[config.mk]
export PLATFORM = sky130hd
export DESIGN_NAME = dmaseq_asm
export DESIGN_NICKNAME = d
export VERILOG_FILES = /design/src/rtl/dmaseq_pkg.sv /design/src/rtl/dmaseq_filter.sv /design/src/rtl/dmaseq_tagchk.sv /design/src/rtl/dmaseq_seq.sv /design/src/rtl/dmaseq_collect.sv /design/src/rtl/dmaseq_asm.sv
export SDC_FILE = /design/constraint.sdc
export NUM_CORES = 1
export LEC_CHECK = 0
export BUFFER_PORTS_ARGS = -buffer_cell sky130_fd_sc_hd__buf_2
export CAP_MARGIN = 20
export CORE_UTILIZATION = 45
export DETAILED_ROUTE_END_ITERATION = 8
export PLACE_DENSITY = 0.79
export SLEW_MARGIN = 10
export SYNTH_ARGS = -nofsm -noshare
export SYNTH_HDL_FRONTEND = slang
export SYNTH_SLANG_ARGS = --single-unit
[constraint.sdc]
create_clock -name clk -period 4.35 [get_ports clk]
set_clock_uncertainty 0.05 [all_clocks]
set_input_delay 0.2175 -clock clk [delete_from_list [all_inputs] [get_ports clk]]
set_output_delay 0.2175 -clock clk [all_outputs]
set_load 0.02 [all_outputs]
[src/rtl/dmaseq_pkg.sv]
package dmaseq_pkg;
   localparam int PAY_W   = 24;
   localparam int CLS_W   = 2;
   localparam int CNT_W   = 8;
   localparam int BURST_W = 8;

   localparam logic [6:0]  TAG_SETUP   = 7'h10;
   localparam logic [31:0] TAG_ADDR_HI = 32'h0000_2200;
   localparam logic [31:0] TAG_ADDR_LO = 32'h0000_2300;
   localparam logic [31:0] TAG_FINAL   = 32'h0000_2400;

   typedef logic [1:0] step_t;

   function automatic int steps_for(input bit fmt64);
      return fmt64 ? 3 : 4;
   endfunction

   function automatic int mem_w_for(input bit fmt64);
      return fmt64 ? 64 : 32;
   endfunction
endpackage

[src/rtl/dmaseq_filter.sv]
module dmaseq_filter import dmaseq_pkg::*; #(
   parameter int          BANK_W     = 2,
   parameter logic [1:0]  CLASS_CODE = 2'b10,
   localparam int         ADDR_W     = CLS_W + BANK_W + PAY_W
) (
   input  logic              dma_en,
   input  logic              wr_valid,
   input  logic [ADDR_W-1:0] wr_addr,
   output logic              take,
   output logic [BANK_W-1:0] bank,
   output logic [PAY_W-1:0]  pay
);
   logic [CLS_W-1:0] cls;

   always_comb begin
      cls  = wr_addr[ADDR_W-1 -: CLS_W];
      bank = wr_addr[PAY_W +: BANK_W];
      pay  = wr_addr[PAY_W-1:0];
      take = wr_valid && dma_en && (cls == CLASS_CODE);
   end
endmodule

[src/rtl/dmaseq_tagchk.sv]
module dmaseq_tagchk import dmaseq_pkg::*; #(
   parameter bit FMT64 = 1'b1
) (
   input  step_t       step,
   input  logic [31:0] data,
   output logic        tag_ok
);
   generate
      if (FMT64) begin : g_wide
         always_comb begin
            tag_ok = (step != 2'd0) || (data[15:9] == TAG_SETUP);
         end
      end else begin : g_narrow
         always_comb begin
            unique case (step)
               2'd0:    tag_ok = (data[31:9] == {16'h0, TAG_SETUP});
               2'd1:    tag_ok = (data == TAG_ADDR_HI);
               2'd2:    tag_ok = (data == TAG_ADDR_LO);
               default: tag_ok = (data == TAG_FINAL);
            endcase
         end
      end
   endgenerate
endmodule

[src/rtl/dmaseq_seq.sv]
module dmaseq_seq import dmaseq_pkg::*; #(
   parameter int NSTEPS = 3,
   parameter int BANK_W = 2
) (
   input  logic              clk,
   input  logic              rst_n,
   input  logic              dma_en,
   input  logic              take,
   input  logic              tag_ok,
   input  logic [BANK_W-1:0] bank,
   output step_t             step,
   output logic              advance,
   output logic              last,
   output logic              proto_err
);
   localparam step_t LAST_STEP = step_t'(NSTEPS - 1);

   logic [BANK_W-1:0] bank_q;
   logic              bank_bad;
   logic              abort;

   always_comb begin
      bank_bad = (step != 2'd0) && (bank != bank_q);
      abort    = take && (!tag_ok || bank_bad);
      advance  = take && !abort;
      last     = advance && (step == LAST_STEP);
   end

   always_ff @(posedge clk or negedge rst_n) begin
      if (!rst_n) begin
         step      <= 2'd0;
         bank_q    <= '0;
         proto_err <= 1'b0;
      end else if (!dma_en) begin
         step <= 2'd0;
      end else if (abort) begin
         step      <= 2'd0;
         proto_err <= 1'b1;
      end else if (last) begin
         step <= 2'd0;
      end else if (advance) begin
         step <= step + 2'd1;
         if (step == 2'd0) bank_q <= bank;
      end
   end
endmodule

[src/rtl/dmaseq_collect.sv]
module dmaseq_collect import dmaseq_pkg::*; #(
   parameter bit FMT64  = 1'b1,
   parameter int BANK_W = 2,
   localparam int MEM_W = mem_w_for(FMT64)
) (
   input  logic               clk,
   input  logic               rst_n,
   input  logic               advance,
   input  logic               last,
   input  step_t              step,
   input  logic [BANK_W-1:0]  bank,
   input  logic [PAY_W-1:0]   pay,
   input  logic [31:0]        data,
   output logic               desc_valid,
   output logic [BANK_W-1:0]  desc_bank,
   output logic [PAY_W-1:0]   desc_page,
   output logic               desc_write,
   output logic [CNT_W-1:0]   desc_count,
   output logic [BURST_W-1:0] desc_burst,
   output logic               desc_irq,
   output logic [MEM_W-1:0]   desc_mem
);
   logic [BANK_W-1:0] st_bank;
   logic [PAY_W-1:0]  st_page;
   logic              st_write;
   logic [CNT_W-1:0]  st_count;
   logic              first;

   assign first = advance && (step == 2'd0);

   always_ff @(posedge clk or negedge rst_n) begin
      if (!rst_n) begin
         st_bank  <= '0;
         st_page  <= '0;
         st_write <= 1'b0;
         st_count <= '0;
      end else if (first) begin
         st_bank  <= bank;
         st_page  <= pay;
         st_write <= data[8];
         st_count <= data[CNT_W-1:0];
      end
   end

   always_ff @(posedge clk or negedge rst_n) begin
      if (!rst_n) begin
         desc_valid <= 1'b0;
         desc_bank  <= '0;
         desc_page  <= '0;
         desc_write <= 1'b0;
         desc_count <= '0;
      end else begin
         desc_valid <= last;
         if (last) begin
            desc_bank  <= st_bank;
            desc_page  <= st_page;
            desc_write <= st_write;
            desc_count <= st_count;
         end
      end
   end

   generate
      if (FMT64) begin : g_wide
         logic [BURST_W-1:0] st_burst;
         logic               st_irq;
         logic [31:0]        st_lo;

         always_ff @(posedge clk or negedge rst_n) begin
            if (!rst_n) begin
               st_burst <= '0;
               st_irq   <= 1'b0;
               st_lo    <= '0;
            end else if (first) begin
               st_burst <= data[16 +: BURST_W];
               st_irq   <= data[24];
            end else if (advance && step == 2'd1) begin
               st_lo <= data;
            end
         end

         always_ff @(posedge clk or negedge rst_n) begin
            if (!rst_n) begin
               desc_burst <= '0;
               desc_irq   <= 1'b0;
               desc_mem   <= '0;
            end else if (last) begin
               desc_burst <= st_burst;
               desc_irq   <= st_irq;
               desc_mem   <= {data, st_lo};
            end
         end
      end else begin : g_narrow
         logic [15:0] st_hi;
         logic [15:0] st_lo;

         always_ff @(posedge clk or negedge rst_n) begin
            if (!rst_n) begin
               st_hi <= '0;
               st_lo <= '0;
            end else if (advance && step == 2'd1) begin
               st_hi <= pay[23:8];
            end else if (advance && step == 2'd2) begin
               st_lo <= pay[23:8];
            end
         end

         always_ff @(posedge clk or negedge rst_n) begin
            if (!rst_n) begin
               desc_burst <= '0;
               desc_irq   <= 1'b0;
               desc_mem   <= '0;
            end else if (last) begin
               desc_burst <= pay[8 +: BURST_W];
               desc_irq   <= pay[16];
               desc_mem   <= {st_hi, st_lo};
            end
         end
      end
   endgenerate
endmodule

[src/rtl/dmaseq_asm.sv]
module dmaseq_asm import dmaseq_pkg::*; #(
   parameter bit         FMT64      = 1'b1,
   parameter int         BANK_W     = 2,
   parameter logic [1:0] CLASS_CODE = 2'b10,
   localparam int        ADDR_W     = CLS_W + BANK_W + PAY_W,
   localparam int        MEM_W      = mem_w_for(FMT64)
) (
   input  logic               clk,
   input  logic               rst_n,
   input  logic               dma_en,
   input  logic               wr_valid,
   input  logic [ADDR_W-1:0]  wr_addr,
   input  logic [31:0]        wr_data,
   output logic               desc_valid,
   output logic [BANK_W-1:0]  desc_bank,
   output logic [PAY_W-1:0]   desc_page,
   output logic               desc_write,
   output logic [CNT_W-1:0]   desc_count,
   output logic [BURST_W-1:0] desc_burst,
   output logic               desc_irq,
   output logic [MEM_W-1:0]   desc_mem,
   output logic               proto_err
);
   localparam int NSTEPS = steps_for(FMT64);

   generate
      if (BANK_W < 1 || BANK_W > 4) begin : g_bad_bank
         $error("dmaseq_asm: BANK_W must lie in 1..4");
      end
      if (NSTEPS > 4) begin : g_bad_steps
         $error("dmaseq_asm: step counter holds at most four steps");
      end
   endgenerate

   logic              take;
   logic [BANK_W-1:0] bank;
   logic [PAY_W-1:0]  pay;
   logic              tag_ok;
   step_t             step;
   logic              advance;
   logic              last;

   dmaseq_filter #(.BANK_W(BANK_W), .CLASS_CODE(CLASS_CODE)) i_filter (
      .dma_en   (dma_en),
      .wr_valid (wr_valid),
      .wr_addr  (wr_addr),
      .take     (take),
      .bank     (bank),
      .pay      (pay)
   );

   dmaseq_tagchk #(.FMT64(FMT64)) i_tagchk (
      .step   (step),
      .data   (wr_data),
      .tag_ok (tag_ok)
   );

   dmaseq_seq #(.NSTEPS(NSTEPS), .BANK_W(BANK_W)) i_seq (
      .clk       (clk),
      .rst_n     (rst_n),
      .dma_en    (dma_en),
      .take      (take),
      .tag_ok    (tag_ok),
      .bank      (bank),
      .step      (step),
      .advance   (advance),
      .last      (last),
      .proto_err (proto_err)
   );

   dmaseq_collect #(.FMT64(FMT64), .BANK_W(BANK_W)) i_collect (
      .clk        (clk),
      .rst_n      (rst_n),
      .advance    (advance),
      .last       (last),
      .step       (step),
      .bank       (bank),
      .pay        (pay),
      .data       (wr_data),
      .desc_valid (desc_valid),
      .desc_bank  (desc_bank),
      .desc_page  (desc_page),
      .desc_write (desc_write),
      .desc_count (desc_count),
      .desc_burst (desc_burst),
      .desc_irq   (desc_irq),
      .desc_mem   (desc_mem)
   );
endmodule

==> impl_metrics.csv, run 1 <==
group,metric,value,unit
setup_path,end_kind,"flip-flop",
floorplanning,fp.dieArea,16600,µm²
logic_synthesis,synth.area.mux_share,29.4,%
finish,multi_input_area,2310,µm²
setup_path,cpLargestDelayFamily,"buffers and inverters",
clock_network,cts_buffer_depth,2,
finish,stdcell_count,860,
setup_path,crit_path_max_incr_delay,0.43,ns
worst_hold_path,hold_depth,2,
logic_synthesis,synth_top_family_by_area,"multiplexers",
timing,tns,0,ns
power_and_ir_drop,power,3.37,mW
timing,hold_viol_final,0,
setup_path,path_depth,5,
timing,fmax,0.453,GHz
setup_path,cp-start-kind,"flip-flop",
clock_network,post-cts-setup-buffers,0,
logic_synthesis,synth-edff-count,0,
logic_synthesis,synthCells,414,
timing,slew-limit-headroom,35.7,%
setup_path,ff2ff_path_depth,5,
place,gp_congestion,0.713,
clock_network,clock-root-buffer,"clkbuf_16",
clock_network,clk_pin_slew,0.07,ns
global_routing,track_usage,17.7,%
power_and_ir_drop,power_leakage,5.08,nW
clock_network,cts_sinks,190,
clock_network,cts_buffers,17,
detailed_routing,drc_errors,0,
logic_synthesis,synth_adder_area_share,0,%
floorplanning,die_w,129,µm
logic_synthesis,syn_area,7250,µm²
detailed_routing,wl_per_cell,16.4,µm
logic_synthesis,yosysSeqAreaShare,65.6,%
detailed_routing,viasPerCell,4.84,
setup_path,path_class,"reg2reg",
detailed_routing,firstDrtPassIters,4,
logic_synthesis,synth_nets,478,
global_routing,grt_pass1_wl,22400,µm
place,port_buffers,173,
global_routing,grt_max_degree,126,
finish,area_growth,27.4,%
clock_network,cts_resized,0,
floorplanning,row_count,46,
timing,min_period,2.21,ns
logic_synthesis,yosys_warnings,0,
timing,post-route-period-util,50.8,%
place,place_inst,788,
finish,fillCellCount,1208,
detailed_routing,dr_total_vias,4161,
logic_synthesis,async_flop_share,100,%
timing,maxSlewViolCount,0,
detailed_routing,wl,14100,µm
logic_synthesis,synth_compound_area_share,0.414,%
flow_run,maxCapViolations,0,
power_and_ir_drop,powerDensity,365,nW/µm²
setup_path,cp_slowest_cell,"nor4_4",
global_routing,grt-ovfl-total,0,
setup_path,critPathArrivalTime,2.46,ns
logic_synthesis,synth_cell_types,24,
power_and_ir_drop,ir_worst_vdd,0.000278,V
floorplanning,boundaryPins,174,
finish,nets,695,
finish,design_area,9240,µm²
timing,setup_violations,0,
detailed_routing,antenna_left,0,
floorplanning,initial_core_util,45.8,%
setup_path,path_cells,"xor2_2 -> nor4_4 -> buf_6 -> buf_4 -> mux2_2",
floorplanning,core_area,15800,µm²
place,dpl.hpwl,9050,µm
place,postPlaceCellArea,8280,µm²
timing,rsz0062_at_grt,"no",
logic_synthesis,synth_area_per_cell,17.5,µm²
worst_hold_path,hold_class,"in2reg",
clock_network,clk_latency,0.41,ns
clock_network,cts.htree.levels,4,
finish,diodes,0,
finish,drive_above_1_share,62.7,%
floorplanning,die_h,129,µm
outcome,status,"finished clean",
logic_synthesis,synth_seq_cells,190,
timing,worst_slew_pin_slew,0.964,ns
clock_network,cts_tree,"done",
setup_path,critPathMaxFanout,19,
logic_synthesis,synth-simple-area-share,1.57,%
finish,regArea,4750,µm²
logic_synthesis,synth_flop_cell,"dfrtp_1",
global_routing,grt_pass1_vias,4391,
setup_path,crit_buf_inv,2,
global_routing,antenna_found_initial,0,
detailed_routing,drt_iter0_drc,113,
logic_synthesis,synth_xor_area_share,0.449,%
setup_path,crit_required,4.60,ns
state kept, by name (all words and copies together) (netlist names):
name	flops
i_collect.desc_bank	2
i_collect.desc_burst	8
i_collect.desc_count	8
i_collect.desc_irq	1
i_collect.desc_mem	64
i_collect.desc_page	24
i_collect.desc_valid	1
i_collect.desc_write	1
i_collect.g_wide.st_burst	8
i_collect.g_wide.st_irq	1
i_collect.g_wide.st_lo	32
i_collect.st_bank	2
i_collect.st_count	8
i_collect.st_page	24
i_collect.st_write	1
i_seq.bank_q	2
i_seq.proto_err	1
i_seq.step	2
routing by layer:
layer  global-route usage, %  up-vias  wire length [µm]
li1                        -     1909                 -
met1                    22.9     2129              6330
met2                    28.8      112              6880
met3                    5.45       11               756
met4                    5.19        0               116
met5                       0        -                 0
layout by cell type (no fill, tap or decap), drive strengths merged, types with 2 or more instances in the layout:
master	count
clkinv	5
buf	179
dfrtp	190
nor4	2
mux2	186
clkbuf	18
inv	6
clkinvlp	3
nand2b	2
dlygate4sd3	38
xor2	2
nand2	2
where the power goes:
part | internal, mW | total, mW | switching, mW
sequential | 1.78 | 1.78 | 0.00496
clock | 0.799 | 1.47 | 0.671
combinational | 0.0559 | 0.122 | 0.0665
synth_stat cells, types with 2 or more instances:
cell type / number / area share (%)
buf_6: 7 / 1.1
mux2_4: 9 / 1.9
mux2_1: 2 / 0.31
nand2b_1: 2 / 0.17
dfrtp_1: 190 / 66
xor2_2: 2 / 0.45
buf_2: 2 / 0.14
nand2_1: 2 / 0.10
buf_4: 9 / 0.93
mux2_2: 175 / 27
worst paths after layout:
kind / to / slack [ns] / start
worst max-delay path: i_collect.g_wide.st_lo[14] / 2.14 / i_seq.bank_q[1]
worst min-delay path: i_collect.desc_mem[39] / 0.02 / wr_data[7]
worst max register to register: i_collect.g_wide.st_lo[14] / 2.14 / i_seq.bank_q[1]
worst min register to register: i_seq.proto_err / 0.43 / i_seq.proto_err
max in group asynchronous: i_collect.desc_count[6] / 2.54 / rst_n
min in group asynchronous: i_collect.st_page[16] / 0.49 / rst_n
area by class of cell:
| class | count | share of cell area [%] |
|---|---|---|
| Clock buffer | 17 | 4.60 |
| Clock inverter | 15 | 1.46 |
| Multi-Input combinational cell | 204 | 25.0 |
| Sequential cell | 190 | 51.5 |
| Tap cell | 216 | 2.93 |
| Timing Repair Buffer | 218 | 14.5 |
stage by stage:
stage | setup WS (ns) | utilization, % | hold WS, ns
6_report | 2.14 | 58.4 | 0.0211
3_5_place_dp | 1.58 | 52.3 | 0.384
4_1_cts | 1.57 | 58.2 | 0.000521
5_1_grt | 2.04 | 58.4 | 0.00354
2_1_floorplan | 2.59 | - | -0.128
3_3_place_gp | 1.68 | 52.3 | 0.361
cells by family after synthesis:
| group | after synthesis |
|---|---|
| flip-flops | 190 |
| AO/OA/AOI/OAI | 3 |
| AND/OR/NAND/NOR | 13 |
| XOR/XNOR | 2 |
| multiplexers | 186 |
| buffers and inverters | 20 |
worst register-to-register path, stage by stage (launching register included):
cell and delay [ns]:
dfrtp_1 0.41, xor2_2 0.22, nor4_4 0.43, buf_6 0.24, buf_4 0.33, mux2_2 0.41
timing repair:
item                                    4_1_cts  5_1_grt
hold endpoints to repair                    170        0
endpoints found under the setup margin        0        0
hold buffers                                 38        0
(Power assumes the default switching activity.)
==> run 2: changes to the inputs <==
==> constraint.sdc (replaced) <==
create_clock -name clk -period 2.1 [get_ports clk]
set_clock_uncertainty 0.05 [all_clocks]
set_input_delay 0.105 -clock clk [delete_from_list [all_inputs] [get_ports clk]]
set_output_delay 0.105 -clock clk [all_outputs]
set_load 0.02 [all_outputs]
==> impl_metrics.csv, run 2 (synthesis gave the netlist of run 1 again) <==
group,metric,value,unit
finish,regMostFlops,"i_collect.desc_mem",
setup_path,cp-startpoint,"i_seq.bank_q[1]",
detailed_routing,wl,14600,µm
floorplanning,fp.dieArea,16600,µm²
setup_path,rrSetupSlack,0.10,ns
timing,fmax,0.500,GHz
finish,largest_reg_flops,64,
timing,min_period,2.00,ns
place,gp_congestion,0.716,
setup_path,r2r-start,"i_seq.bank_q[1]",
finish,drive_above_1_share,60.7,%
floorplanning,core_area,15800,µm²
clock_network,cts_resized,0,
power_and_ir_drop,power_leakage,5.24,nW
flow_run,maxCapViolations,0,
detailed_routing,firstDrtPassIters,4,
detailed_routing,antenna_left,0,
worst_hold_path,hold_depth,3,
finish,layout_commonest_cell,"dfrtp_1",
place,dpl.hpwl,9410,µm
detailed_routing,dr_total_vias,4363,
global_routing,grt_pass1_wl,24000,µm
finish,final_cell_mix,"dfrtp_1 (190), mux2_2 (175), buf_2 (172), dlygate4sd3_1 (60), clkbuf_16 (17)",
timing,slew-limit-headroom,55.1,%
timing,maxSlewViolCount,0,
setup_path,end_kind,"flip-flop",
floorplanning,boundaryPins,174,
setup_path,cp_slowest_cell,"dfrtp_1",
setup_path,crit_required,2.35,ns
detailed_routing,drc_errors,0,
setup_path,cpLargestDelayFamily,"flip-flops",
setup_path,ff2ff_path_depth,4,
worst_hold_path,worstHoldEndpoint,"i_seq.step[1]",
clock_network,clk_latency,0.41,ns
place,port_buffers,173,
global_routing,grt-ovfl-total,0,
timing,tns,0,ns
timing,worst_slew_pin_slew,0.674,ns
finish,top_regs,"i_collect.desc_mem (64), i_collect.g_wide.st_lo (32)",
clock_network,cts_buffer_depth,2,
setup_path,path_cells,"xor2_2 -> nor4_4 -> buf_12 -> mux2_2",
floorplanning,die_h,129,µm
floorplanning,die_w,129,µm
finish,fillCellCount,1167,
clock_network,cts_buffers,17,
setup_path,regToRegEndpoint,"i_collect.desc_irq",
worst_hold_path,min_from,"wr_addr[27]",
clock_network,clock-root-buffer,"clkbuf_16",
finish,nets,723,
finish,design_area,9590,µm²
setup_path,critPathMaxFanout,66,
clock_network,cts_tree,"done",
detailed_routing,drt_iter0_drc,154,
clock_network,clk_pin_slew,0.06,ns
setup_path,crit_path_max_incr_delay,0.41,ns
clock_network,cts_sinks,190,
outcome,status,"finished clean",
timing,setup_violations,0,
clock_network,cts.htree.levels,4,
setup_path,critPathArrivalTime,2.24,ns
timing,rsz0062_at_grt,"no",
worst_hold_path,hold_class,"in2reg",
global_routing,antenna_found_initial,0,
timing,post-route-period-util,95.2,%
global_routing,grt_pass1_vias,4663,
power_and_ir_drop,powerDensity,765,nW/µm²
power_and_ir_drop,ir_worst_vdd,0.000534,V
setup_path,cp-start-kind,"flip-flop",
clock_network,holdBufCountCts,60,
floorplanning,initial_core_util,45.8,%
finish,area_growth,32.3,%
global_routing,track_usage,19.0,%
clock_network,post-cts-setup-buffers,0,
global_routing,grt_max_degree,79,
setup_path,crit_buf_inv,1,
timing,hold_viol_final,0,
detailed_routing,wl_per_cell,16.4,µm
finish,diodes,0,
setup_path,path_class,"reg2reg",
floorplanning,row_count,46,
place,postPlaceCellArea,8370,µm²
detailed_routing,viasPerCell,4.92,
-- run 2: layout make-up --
cell class	instances	area [µm²]	area share, %
clock inverter	10	161	1.68
tap	216	270	2.82
multi-input combinational	204	2310	24.1
clock buffer	20	457	4.76
timing repair buffer	246	1640	17.0
sequential	190	4750	49.6
-- run 2: per-stage QoR --
stage | hold slack [ns] | setup WS (ns) | utilization [%] | instances | total power, mW
global route | 0.124 | 0.0363 | 60.6 | 886 | 7.61
finish | 0.121 | 0.102 | 60.6 | 886 | 7.34
CTS | 0.106 | 0.0794 | 60.6 | 886 | 7.42
global placement | 0.125 | 0.206 | 52.9 | 796 | 3.96
floorplan | -0.241 | 0.340 | - | 414 | 3.79
detailed placement | 0.132 | 0.0928 | 52.9 | 796 | 3.97
-- run 2: routing by layer --
layer	track usage [%]	vias up	part of all wire (%)	routed length, µm
li1	-	1962	-	-
met1	23.5	2246	43	6290
met2	32.4	141	50	7240
met3	5.16	14	5.8	841
met4	5.95	0	1.3	191
met5	0	-	0	0
-- run 2: worst min-delay path, stage by stage --
cell,delay (ns)
buf_2,0.11
nand4b_2,0.17
a31o_2,0.17
-- run 2: how the worst max path moves through the flow --
stage	slack (ns)	depth (start not counted)	end
final	0.10	4	i_collect.desc_irq
after global routing	0.04	4	i_collect.desc_mem[26]
after CTS	0.08	4	i_collect.desc_mem[26]
after detailed placement	0.09	4	i_collect.desc_mem[26]
after global placement	0.21	4	i_collect.desc_page[3]
after floorplan	0.34	6	i_collect.desc_page[14]
-- run 2: power breakdown --
part	internal, mW	switching, mW
logic	0.151	0.147
registers	3.68	0.0102
clock network	2.05	1.30
total	5.88	1.46
